$ cat config.mk
export PLATFORM = sky130hd
export DESIGN_NAME = wdt_trio
export DESIGN_NICKNAME = d
export VERILOG_FILES = /design/src/rtl/wdt_pkg.sv /design/src/rtl/wdt_prescaler.sv /design/src/rtl/wdt_channel.sv /design/src/rtl/wdt_trio.sv
export SDC_FILE = /design/constraint.sdc
export NUM_CORES = 1
export LEC_CHECK = 0
export BUFFER_PORTS_ARGS = -buffer_cell sky130_fd_sc_hd__buf_4
export CAP_MARGIN = 20
export CELL_PAD_IN_SITES_DETAIL_PLACEMENT = 1
export CELL_PAD_IN_SITES_GLOBAL_PLACEMENT = 2
export CORE_AREA = 2 2 173 132
export CTS_CLUSTER_SIZE = 30
export DETAILED_ROUTE_END_ITERATION = 8
export DIE_AREA = 0 0 175 134
export PLACE_DENSITY = 0.76
export SLEW_MARGIN = 20
export SYNTH_ARGS = -nofsm -noshare
export SYNTH_HDL_FRONTEND = slang
export SYNTH_SLANG_ARGS = --single-unit
export TNS_END_PERCENT = 20
$ cat constraint.sdc
create_clock -name clk_i -period 2.6 [get_ports clk_i]
set_input_delay 0.39 -clock clk_i [delete_from_list [all_inputs] [get_ports clk_i]]
set_output_delay 0.39 -clock clk_i [all_outputs]
set_load 0.05 [all_outputs]
$ cat src/rtl/wdt_pkg.sv
`timescale 1ns/1ps
package wdt_pkg;
  localparam int NUM_CH   = 3;
  localparam int CNT_W    = 16;
  localparam int ADDR_W   = 6;
  localparam logic [3:0] OFF_CNT  = 4'h0;
  localparam logic [3:0] OFF_LIM  = 4'h4;
  localparam logic [3:0] OFF_STAT = 4'h8;
  localparam logic [ADDR_W-1:0] ADDR_MASK = 6'd48;
  localparam logic [ADDR_W-1:0] ADDR_AUX  = 6'd52;

  function automatic logic [15:0] swap16(input logic [15:0] v);
    return {v[7:0], v[15:8]};
  endfunction
endpackage

$ cat src/rtl/wdt_prescaler.sv
`timescale 1ns/1ps
module wdt_prescaler #(
  parameter int DIV = 4
) (
  input  logic clk_i,
  input  logic rst_ni,
  output logic tick_o
);
  localparam int W = (DIV > 2) ? $clog2(DIV) : 1;
  localparam logic [W-1:0] LAST = W'(DIV - 1);

  logic [W-1:0] div_q;

  assign tick_o = (div_q == LAST);

  always_ff @(posedge clk_i or negedge rst_ni) begin
    if (!rst_ni)     div_q <= '0;
    else if (tick_o) div_q <= '0;
    else             div_q <= div_q + 1'b1;
  end
endmodule

$ cat src/rtl/wdt_channel.sv
`timescale 1ns/1ps
module wdt_channel #(
  parameter int CW = 16
) (
  input  logic          clk_i,
  input  logic          rst_ni,
  input  logic          tick_i,
  input  logic          load_i,
  input  logic [CW-1:0] load_val_i,
  input  logic          kick_i,
  input  logic          mask_i,
  output logic [CW-1:0] cnt_o,
  output logic [CW-1:0] lim_o,
  output logic          run_o,
  output logic          exp_o,
  output logic          act_o
);
  localparam logic [CW-1:0] ONE = CW'(1);

  always_ff @(posedge clk_i or negedge rst_ni) begin
    if (!rst_ni) begin
      cnt_o <= ONE;
      lim_o <= ONE;
      run_o <= 1'b0;
      exp_o <= 1'b0;
      act_o <= 1'b0;
    end else if (load_i) begin
      cnt_o <= load_val_i;
      lim_o <= load_val_i;
      run_o <= 1'b1;
      exp_o <= 1'b0;
      act_o <= 1'b0;
    end else if (run_o) begin
      if (kick_i) begin
        cnt_o <= lim_o;               // service beats a coincident tick
      end else if (tick_i) begin
        if (cnt_o <= ONE) begin
          cnt_o <= '0;
          run_o <= 1'b0;
          exp_o <= 1'b1;
          if (!mask_i) act_o <= 1'b1;
        end else begin
          cnt_o <= cnt_o - ONE;
        end
      end
    end
  end
endmodule

$ cat src/rtl/wdt_trio.sv
`timescale 1ns/1ps
module wdt_trio
  import wdt_pkg::*;
#(
  parameter int CLK_HZ  = 50_000_000,
  parameter int TICK_HZ = 10
) (
  input  logic        clk_i,
  input  logic        rst_ni,
  input  logic        bus_req_i,
  input  logic        bus_we_i,
  input  logic        bus_half_i,
  input  logic [5:0]  bus_addr_i,
  input  logic [15:0] bus_wdata_i,
  output logic [15:0] bus_rdata_o,
  output logic        irq_o,
  output logic        cpu_rst_o,
  output logic        sys_rst_o
);
  localparam int DIV = CLK_HZ / TICK_HZ;

  logic                          tick;
  logic [NUM_CH-1:0]             load, kick, run_q, exp_q, act_q;
  logic [NUM_CH-1:0][CNT_W-1:0]  cnt_q, lim_q;
  logic [NUM_CH-1:0]             mask_q;
  logic [15:0]                   rd_d;

  wire half_rd = bus_req_i & ~bus_we_i &  bus_half_i;
  wire half_wr = bus_req_i &  bus_we_i &  bus_half_i;
  wire byte_rd = bus_req_i & ~bus_we_i & ~bus_half_i;
  wire byte_wr = bus_req_i &  bus_we_i & ~bus_half_i;
  wire [1:0] ch_sel = bus_addr_i[5:4];
  wire [3:0] reg_off = bus_addr_i[3:0];

  wdt_prescaler #(.DIV(DIV)) u_pre (
    .clk_i (clk_i),
    .rst_ni(rst_ni),
    .tick_o(tick)
  );

  for (genvar i = 0; i < NUM_CH; i++) begin : g_ch
    assign load[i] = half_wr & (ch_sel == 2'(i)) & (reg_off == OFF_LIM);
    assign kick[i] = half_rd & (ch_sel == 2'(i)) & (reg_off == OFF_CNT);

    wdt_channel #(.CW(CNT_W)) u_ch (
      .clk_i     (clk_i),
      .rst_ni    (rst_ni),
      .tick_i    (tick),
      .load_i    (load[i]),
      .load_val_i(swap16(bus_wdata_i)),
      .kick_i    (kick[i]),
      .mask_i    (mask_q[i]),
      .cnt_o     (cnt_q[i]),
      .lim_o     (lim_q[i]),
      .run_o     (run_q[i]),
      .exp_o     (exp_q[i]),
      .act_o     (act_q[i])
    );
  end

  always_ff @(posedge clk_i or negedge rst_ni) begin
    if (!rst_ni)                                mask_q <= '0;
    else if (byte_wr && bus_addr_i == ADDR_MASK) mask_q <= bus_wdata_i[NUM_CH-1:0];
  end

  always_comb begin
    rd_d = '0;
    if (half_rd) begin
      for (int i = 0; i < NUM_CH; i++) begin
        if (ch_sel == 2'(i) && reg_off == OFF_CNT) rd_d = swap16(cnt_q[i]);
        if (ch_sel == 2'(i) && reg_off == OFF_LIM) rd_d = swap16(lim_q[i]);
      end
    end else if (byte_rd) begin
      for (int i = 0; i < NUM_CH; i++)
        if (ch_sel == 2'(i) && reg_off == OFF_STAT) rd_d = {14'b0, exp_q[i], run_q[i]};
      if (bus_addr_i == ADDR_MASK) rd_d = {{(16-NUM_CH){1'b0}}, mask_q};
      // ADDR_AUX reads as zero
    end
  end

  always_ff @(posedge clk_i or negedge rst_ni) begin
    if (!rst_ni)                       bus_rdata_o <= '0;
    else if (bus_req_i && !bus_we_i)   bus_rdata_o <= rd_d;
  end

  assign irq_o     = act_q[0];
  assign cpu_rst_o = act_q[1];
  assign sys_rst_o = act_q[2];
endmodule

# Word level (Yosys, flattened, before mapping)
# Cells that the tools add are included.
totals:
  regBits: 147
  latchBits: 0
  ramBits: 0
  romBits: 0
  input_bits: 27
  out_inout_bits: 19
  word_cells: 168
  mem_count: 0
op_classes:
  n_addsub: 4
  mul: 0
  div_mod_pow: 0
  order_cmp: 3
  n_eq_ne: 12
  shift: 0
  muxes: 76
  bitwise: 20
  n_reduce_logical: 35
op_table:
  columns: ["op", "n"]
  rows:
  - ["$mux W16", 26]
  - ["$le A16 B1 Y1 const B", 3]
  - ["$mux W1", 48]
  - ["$sub A16 B1 Y16 const B", 3]
  - ["$add A23 B1 Y23 const B", 1]
  - ["$eq A23 B23 Y1 const B", 1]
  - ["$mux W23", 1]
  - ["$and A1 B1 Y1", 18]
  - ["$reduce_bool A2 Y1", 9]
  - ["$reduce_and A5 Y1", 3]
  - ["$ne A2 B1 Y1 const B", 6]
  - ["$reduce_and A4 Y1", 3]
  - ["$logic_and A1 B1 Y1", 11]
  - ["$reduce_bool A3 Y1", 3]
  - ["$eq A6 B6 Y1 const B", 1]
  - ["$reduce_and A2 Y1", 3]
  - ["$eq A4 B3 Y1 const B", 1]
  - ["$eq A4 B4 Y1 const B", 1]
  - ["$logic_not A4 Y1", 1]
  - ["$eq A2 B1 Y1 const B", 1]
  - ["$eq A2 B2 Y1 const B", 1]
  - ["$logic_not A2 Y1", 1]
  - ["$mux W2", 1]
  - ["$not A1 Y1", 2]
  - ["$logic_not A1 Y1", 1]

# Depth between registers and ports, before layout
logic_depth:
  depth_word: 9
  depth_mapped: 10
  depth_no_buf: 8

# By module
# Synthesis repeated with hierarchy kept, for this count alone.
unflattened:
  hier_cells: 853
  area_unflattened_um2: 8428.1
modules_own_cells:
  columns: ["mod", "instances", "cells_per_inst", "area_each_um2", "seq_area_each_um2"]
  rows:
  - ["wdt_channel", 3, 174, 1829.3, 878.3]
  - ["wdt_trio", 1, 224, 1780.5, 475.5]
  - ["wdt_prescaler", 1, 107, 1159.9, 575.6]

# Worst setup path before layout
# No wires, ideal clock.
synth_timing:
  path_kind: "input port to flip-flop"
  startpoint: "input bus_addr_i[4]"
  endpoint: "register g_ch[0].u_ch.cnt_o[5]"
  setup_time_ns: 0.129
  t_arrival_ns: 2.208
  required_ns: 2.471
  setup_slack_ns: 0.263
  cell_stages: 8
  n_path_buf: 3
  cell_sequence: "buf_2 or4_1 buf_4 nor3_2 buf_2 mux2_1 a32oi_1 o21ai_1"
synth_between:
  elab_chain_len: 6
  elab_cells_between_ends: 11
  cone_classes: "mux (3); bitwise (4); reduce/logical (4)"
synth_rtl:
  columns: ["item", "line", "text"]
  rows:
  - ["start: declaration", "wdt_trio.sv:13", "input logic [5:0] bus_addr_i,"]
  - ["$logic_not A2 Y1 *", "wdt_trio.sv:42, wdt_trio.sv:43", null]
  - ["$and A1 B1 Y1 (2 in series)", "wdt_trio.sv:43", "assign kick[i] = half_rd & (ch_sel == 2'(i)) & (reg_off == OFF_CNT);"]
  - ["$mux W16", "wdt_channel.sv:34", "if (kick_i) begin"]
  - ["$mux W16", "wdt_channel.sv:33", "end else if (run_o) begin"]
  - ["$mux W16", "wdt_channel.sv:27", "end else if (load_i) begin"]
  - ["end signal: assignment", "wdt_channel.sv:28", "cnt_o <= load_val_i;"]
  - ["end signal: assignment", "wdt_channel.sv:35", "cnt_o <= lim_o;"]
  - ["end signal: assignment", "wdt_channel.sv:43", "cnt_o <= cnt_o - ONE;"]
  - ["end: declaration", "wdt_channel.sv:12", "output logic [CW-1:0] cnt_o,"]
# Mark *: on every way between the ends. The rest lies on a longest branch, timed or not. The select of a mux whose other input is x is not followed.
# A chain may end at the register's enable or synchronous reset.

# Worst setup path after layout
layout_timing:
  startpoint: "register g_ch[2].u_ch.cnt_o[3]"
  endpoint: "register g_ch[2].u_ch.cnt_o[2]"
layout_between:
  elab_chain_len: 6
layout_rtl:
  columns: ["item", "line", "text"]
  rows:
  - ["start: declaration", "wdt_channel.sv:12", null]
  - ["start signal: assignment", "wdt_channel.sv:28", null]
  - ["start signal: assignment", "wdt_channel.sv:35", null]
  - ["start signal: assignment", "wdt_channel.sv:43", null]
  - ["$le A16 B1 Y1", "wdt_channel.sv:37", "if (cnt_o <= ONE) begin"]
  - ["$mux W16", "wdt_channel.sv:37", null]
  - ["$mux W16", "wdt_channel.sv:36", "end else if (tick_i) begin"]
  - ["$mux W16", "wdt_channel.sv:34", null]
  - ["$mux W16", "wdt_channel.sv:33", null]
  - ["$mux W16", "wdt_channel.sv:27", null]
# Every way passes these cells. The select of a mux whose other input is x is not followed.

==> out/results.tsv <==
stage	metric	value	unit
min_path	worst min-delay path endpoint	g_ch[2].u_ch.lim_o[0]	
worst_setup_path	r2r worst-path depth	7	
power_and_ir_drop	P_leak	0.00425	uW
clocking	CTS sink count	147	
worst_setup_path	setup slack, reg-to-reg	0.14	ns
grt	vias in the first global route	7687	
route	vias	7395	
sta	fin crit period	2.46	ns
cells_and_area	multi-input combinational cell area	3970	um2
synth	number of distinct library cells after synthesis	68	
power_and_ir_drop	total power	5040	uW
route	Total Wirelength	28900	um
power_and_ir_drop	VDD IR-drop max	403	uV
synth	Mean Syn Cell Area	9.22	um2
synth	asr flop ratio synth	100	%
cells_and_area	Core Util, Final	43.9	%
clocking	CTS root buf	clkbuf_16	
floorplanning	Cell Rows	47	
clocking	CTS Buffer Depth	2	
worst_setup_path	CP Launch Type	flip-flop	
clocking	Worst-Skew Late Latency	0.44	ns
clocking	Worst-path clk slew	0.07	ns
synth	ys flop type	dfrtp_1	
grt	Total Routing Usage GR	25.4	%
worst_setup_path	worst r2r dst	g_ch[2].u_ch.cnt_o[2]	
synth	Mapped Area	7940	um2
sta	Setup-failing EPs final	0	
clocking	TritonCTS clock tree	done	
route	drt first pass iters	5	
cells_and_area	register area	3690	um2
grt	first-pass GRT wire length	45300	um
synth	Mapped Cells	861	
cells_and_area	share of cells above drive strength 1	19.4	%
placement	DP HPWL	21400	um
grt	initial antenna violation count	1	
route	ANT nets after route	0	
floorplanning	area of the core	21800	um2
sta	final slew viol count	0	
worst_setup_path	CP arrival	2.78	ns
cells_and_area	most frequent cells in the layout	dfrtp_1, nand2_1, buf_4, o21ai_1, nor2_1	
floorplanning	Starting Density	36.4	%
flow_run	Max Cap Viol	0	
sta	clock skew	0.00971	ns
floorplanning	Die Wd	175	um
route	routed wire length per instance	22.9	um
sta	fmax	407	MHz
worst_setup_path	Critical Path RT	2.92	ns
cells_and_area	commonest non-fill, non-tap cell in the layout	dfrtp_1	
worst_setup_path	FF-to-FF Start	g_ch[2].u_ch.cnt_o[3]	
synth	number of enable flip-flop cells after synthesis	0	
cells_and_area	ant diodes	0	
grt	total global routing overflow	0	
cells_and_area	NumNets Final	986	
outcome	status	complete, no violations	
worst_setup_path	crit-path max FO	16	
route	initial drt markers	630	
min_path	Hold Path Class	in2reg	
floorplanning	io pins	46	
sta	final worst-path cycle share	94.6	%
grt	largest net degree at the start of global routing	56	
synth	number of synthesized register bits	147	
floorplanning	die area	23500	um2
synth	YS warnings	0	
route	Via-to-Cell Ratio	5.87	
placement	# port buffers	45	
clocking	CTS buffer count	17	
sta	Slew @ Worst Pin	0.851	ns
placement	gpl congestion	0.972	
route	# DRC	0	
synth	Net Count, Synth	895	
cells_and_area	number of fill cells	2515	
min_path	Hold Startpoint	bus_wdata_i[8]	
worst_setup_path	CP Class	reg2reg	
cells_and_area	Area Overhead vs Synth	20.7	%
min_path	worst hold stages	3	
sta	RSZ-0062 raised after global routing	no	
sta	Slew HR	43.3	%
sta	Final Hold Slack	0.207	ns
clocking	CTS H-tree lvls	4	
floorplanning	die height	134	um
synth	sequential-to-total area share from yosys stat	46.4	%
worst_setup_path	crit path capture type	flip-flop	
sta	final hold violation count	0	
power_and_ir_drop	pwr/cell area	527	nW/um2
sequential cells by signal (all words and copies together), names as in the netlist:
| signal | count |
|---|---|
| g_ch.u_ch.run_o | 3 |
| g_ch.u_ch.cnt_o | 48 |
| g_ch.u_ch.act_o | 3 |
| bus_rdata_o | 16 |
| mask_q | 3 |
| g_ch.u_ch.exp_o | 3 |
| g_ch.u_ch.lim_o | 48 |
| u_pre.div_q | 23 |
layer usage:
| metal | track usage [%] | vias up | routed length (um) |
|---|---|---|---|
| met5 | 0 | - | 0 |
| met4 | 6.81 | 0 | 542 |
| met3 | 5.50 | 41 | 1700 |
| met2 | 39.2 | 228 | 12900 |
| met1 | 36.1 | 3757 | 13700 |
| li1 | - | 3369 | - |
report_power, final:
part / internal [uW] / switching [uW]
Clock: 1250 / 1120
Combinational: 94.9 / 203
Sequential: 2340 / 37.9
Total: 3680 / 1370
stage by stage:
stage	setup slack, ns	instance area [um2]	setup TNS [ns]	cells
detailed placement	-0.000696	9000	-0.000696	1225
CTS	0.0936	9560	0	1258
finish	0.140	9580	0	1259
floorplan	0.263	7940	0	861
global route	0.000742	9580	0	1259
global placement	0.0555	9000	0	1225
Yosys cell counts (3+ instances only):
| cell | n | area (um2) |
|---|---|---|
| o21ai_1 | 79 | 395 |
| nand2_1 | 118 | 443 |
| nand4_1 | 8 | 50.1 |
| a22oi_1 | 33 | 248 |
| xor2_1 | 8 | 70.1 |
| mux2_1 | 15 | 169 |
| nor2_1 | 72 | 270 |
| a222oi_1 | 9 | 90.1 |
| o22ai_1 | 7 | 43.8 |
| nor3_2 | 3 | 30.0 |
| mux2_2 | 16 | 180 |
| nor2b_1 | 4 | 25.0 |
| o21ai_0 | 19 | 95.1 |
| and3_1 | 9 | 56.3 |
| ha_1 | 7 | 87.6 |
| nor3b_1 | 3 | 22.5 |
| a221oi_1 | 20 | 175 |
| a21oi_1 | 35 | 175 |
| dfstp_2 | 6 | 158 |
| a22o_1 | 7 | 61.3 |
| xnor2_1 | 13 | 114 |
| a2111oi_0 | 3 | 26.3 |
| inv_1 | 23 | 86.3 |
| clkbuf_1 | 19 | 71.3 |
| nand3_1 | 21 | 105 |
| nor4_1 | 18 | 113 |
| nand2b_1 | 11 | 68.8 |
| buf_2 | 15 | 75.1 |
| a31oi_1 | 7 | 43.8 |
| buf_4 | 7 | 52.6 |
| or4_1 | 4 | 30.0 |
| and2_1 | 3 | 18.8 |
| nor3_1 | 28 | 140 |
| dfrtp_1 | 141 | 3530 |
| or2_2 | 3 | 18.8 |
| a32oi_1 | 7 | 61.3 |
| o211ai_1 | 3 | 22.5 |
| or3_1 | 9 | 56.3 |
| mux2i_1 | 7 | 70.1 |
cells by family (layout without fill, tap and decap cells):
kind of cell | after synthesis | count (layout) | share of synthesized area [%]
AO/OA/AOI/OAI | 251 | 251 | 20.6
XOR/XNOR | 21 | 21 | 2.32
adder cells (fa/ha/maj) | 7 | 7 | 1.10
buffers and inverters | 66 | 170 | 3.92
flip-flops | 147 | 147 | 46.4
multiplexers | 38 | 38 | 5.28
AND/OR/NAND/NOR | 331 | 331 | 20.3
cell type report:
| cell class | count | share of cell area [%] |
|---|---|---|
| clock buffer | 17 | 4.44 |
| clock inverter | 15 | 1.29 |
| inverter | 23 | 0.901 |
| multi-input combinational | 648 | 41.4 |
| sequential | 147 | 38.5 |
| tap | 294 | 3.84 |
| timing repair buffer | 115 | 9.64 |
repair_timing:
| item | CTS | global route |
|---|---|---|
| endpoints found under the setup margin | 0 | 16 |
| hold endpoints to repair | 38 | 0 |
| hold buffers | 1 | 0 |
| setup buffers | 0 | 1 |
| gates resized for setup | 0 | 2 |
worst max path at each step:
stage	start	endpoint	slack [ns]	cells after the start
final	g_ch[2].u_ch.cnt_o[3]	g_ch[2].u_ch.cnt_o[2]	0.14	7
after global routing	g_ch[2].u_ch.cnt_o[3]	g_ch[2].u_ch.cnt_o[2]	0.0007	7
after CTS	u_pre.div_q[0]	g_ch[1].u_ch.cnt_o[5]	0.09	9
after detailed placement	bus_addr_i[5]	g_ch[0].u_ch.cnt_o[11]	-0.0007	7
after global placement	bus_addr_i[5]	g_ch[0].u_ch.cnt_o[11]	0.06	7
after floorplan	bus_addr_i[4]	g_ch[0].u_ch.cnt_o[5]	0.26	8
worst max-delay path, stage by stage, from the launching register on:
cell and delay [ns]:
dfrtp_1 0.43, nor4_1 0.53, o2111ai_1 0.25, o211ai_2 0.34, buf_4 0.28, nor3b_1 0.09, a221oi_1 0.30, o21ai_1 0.10
(Power assumes the default switching activity.)
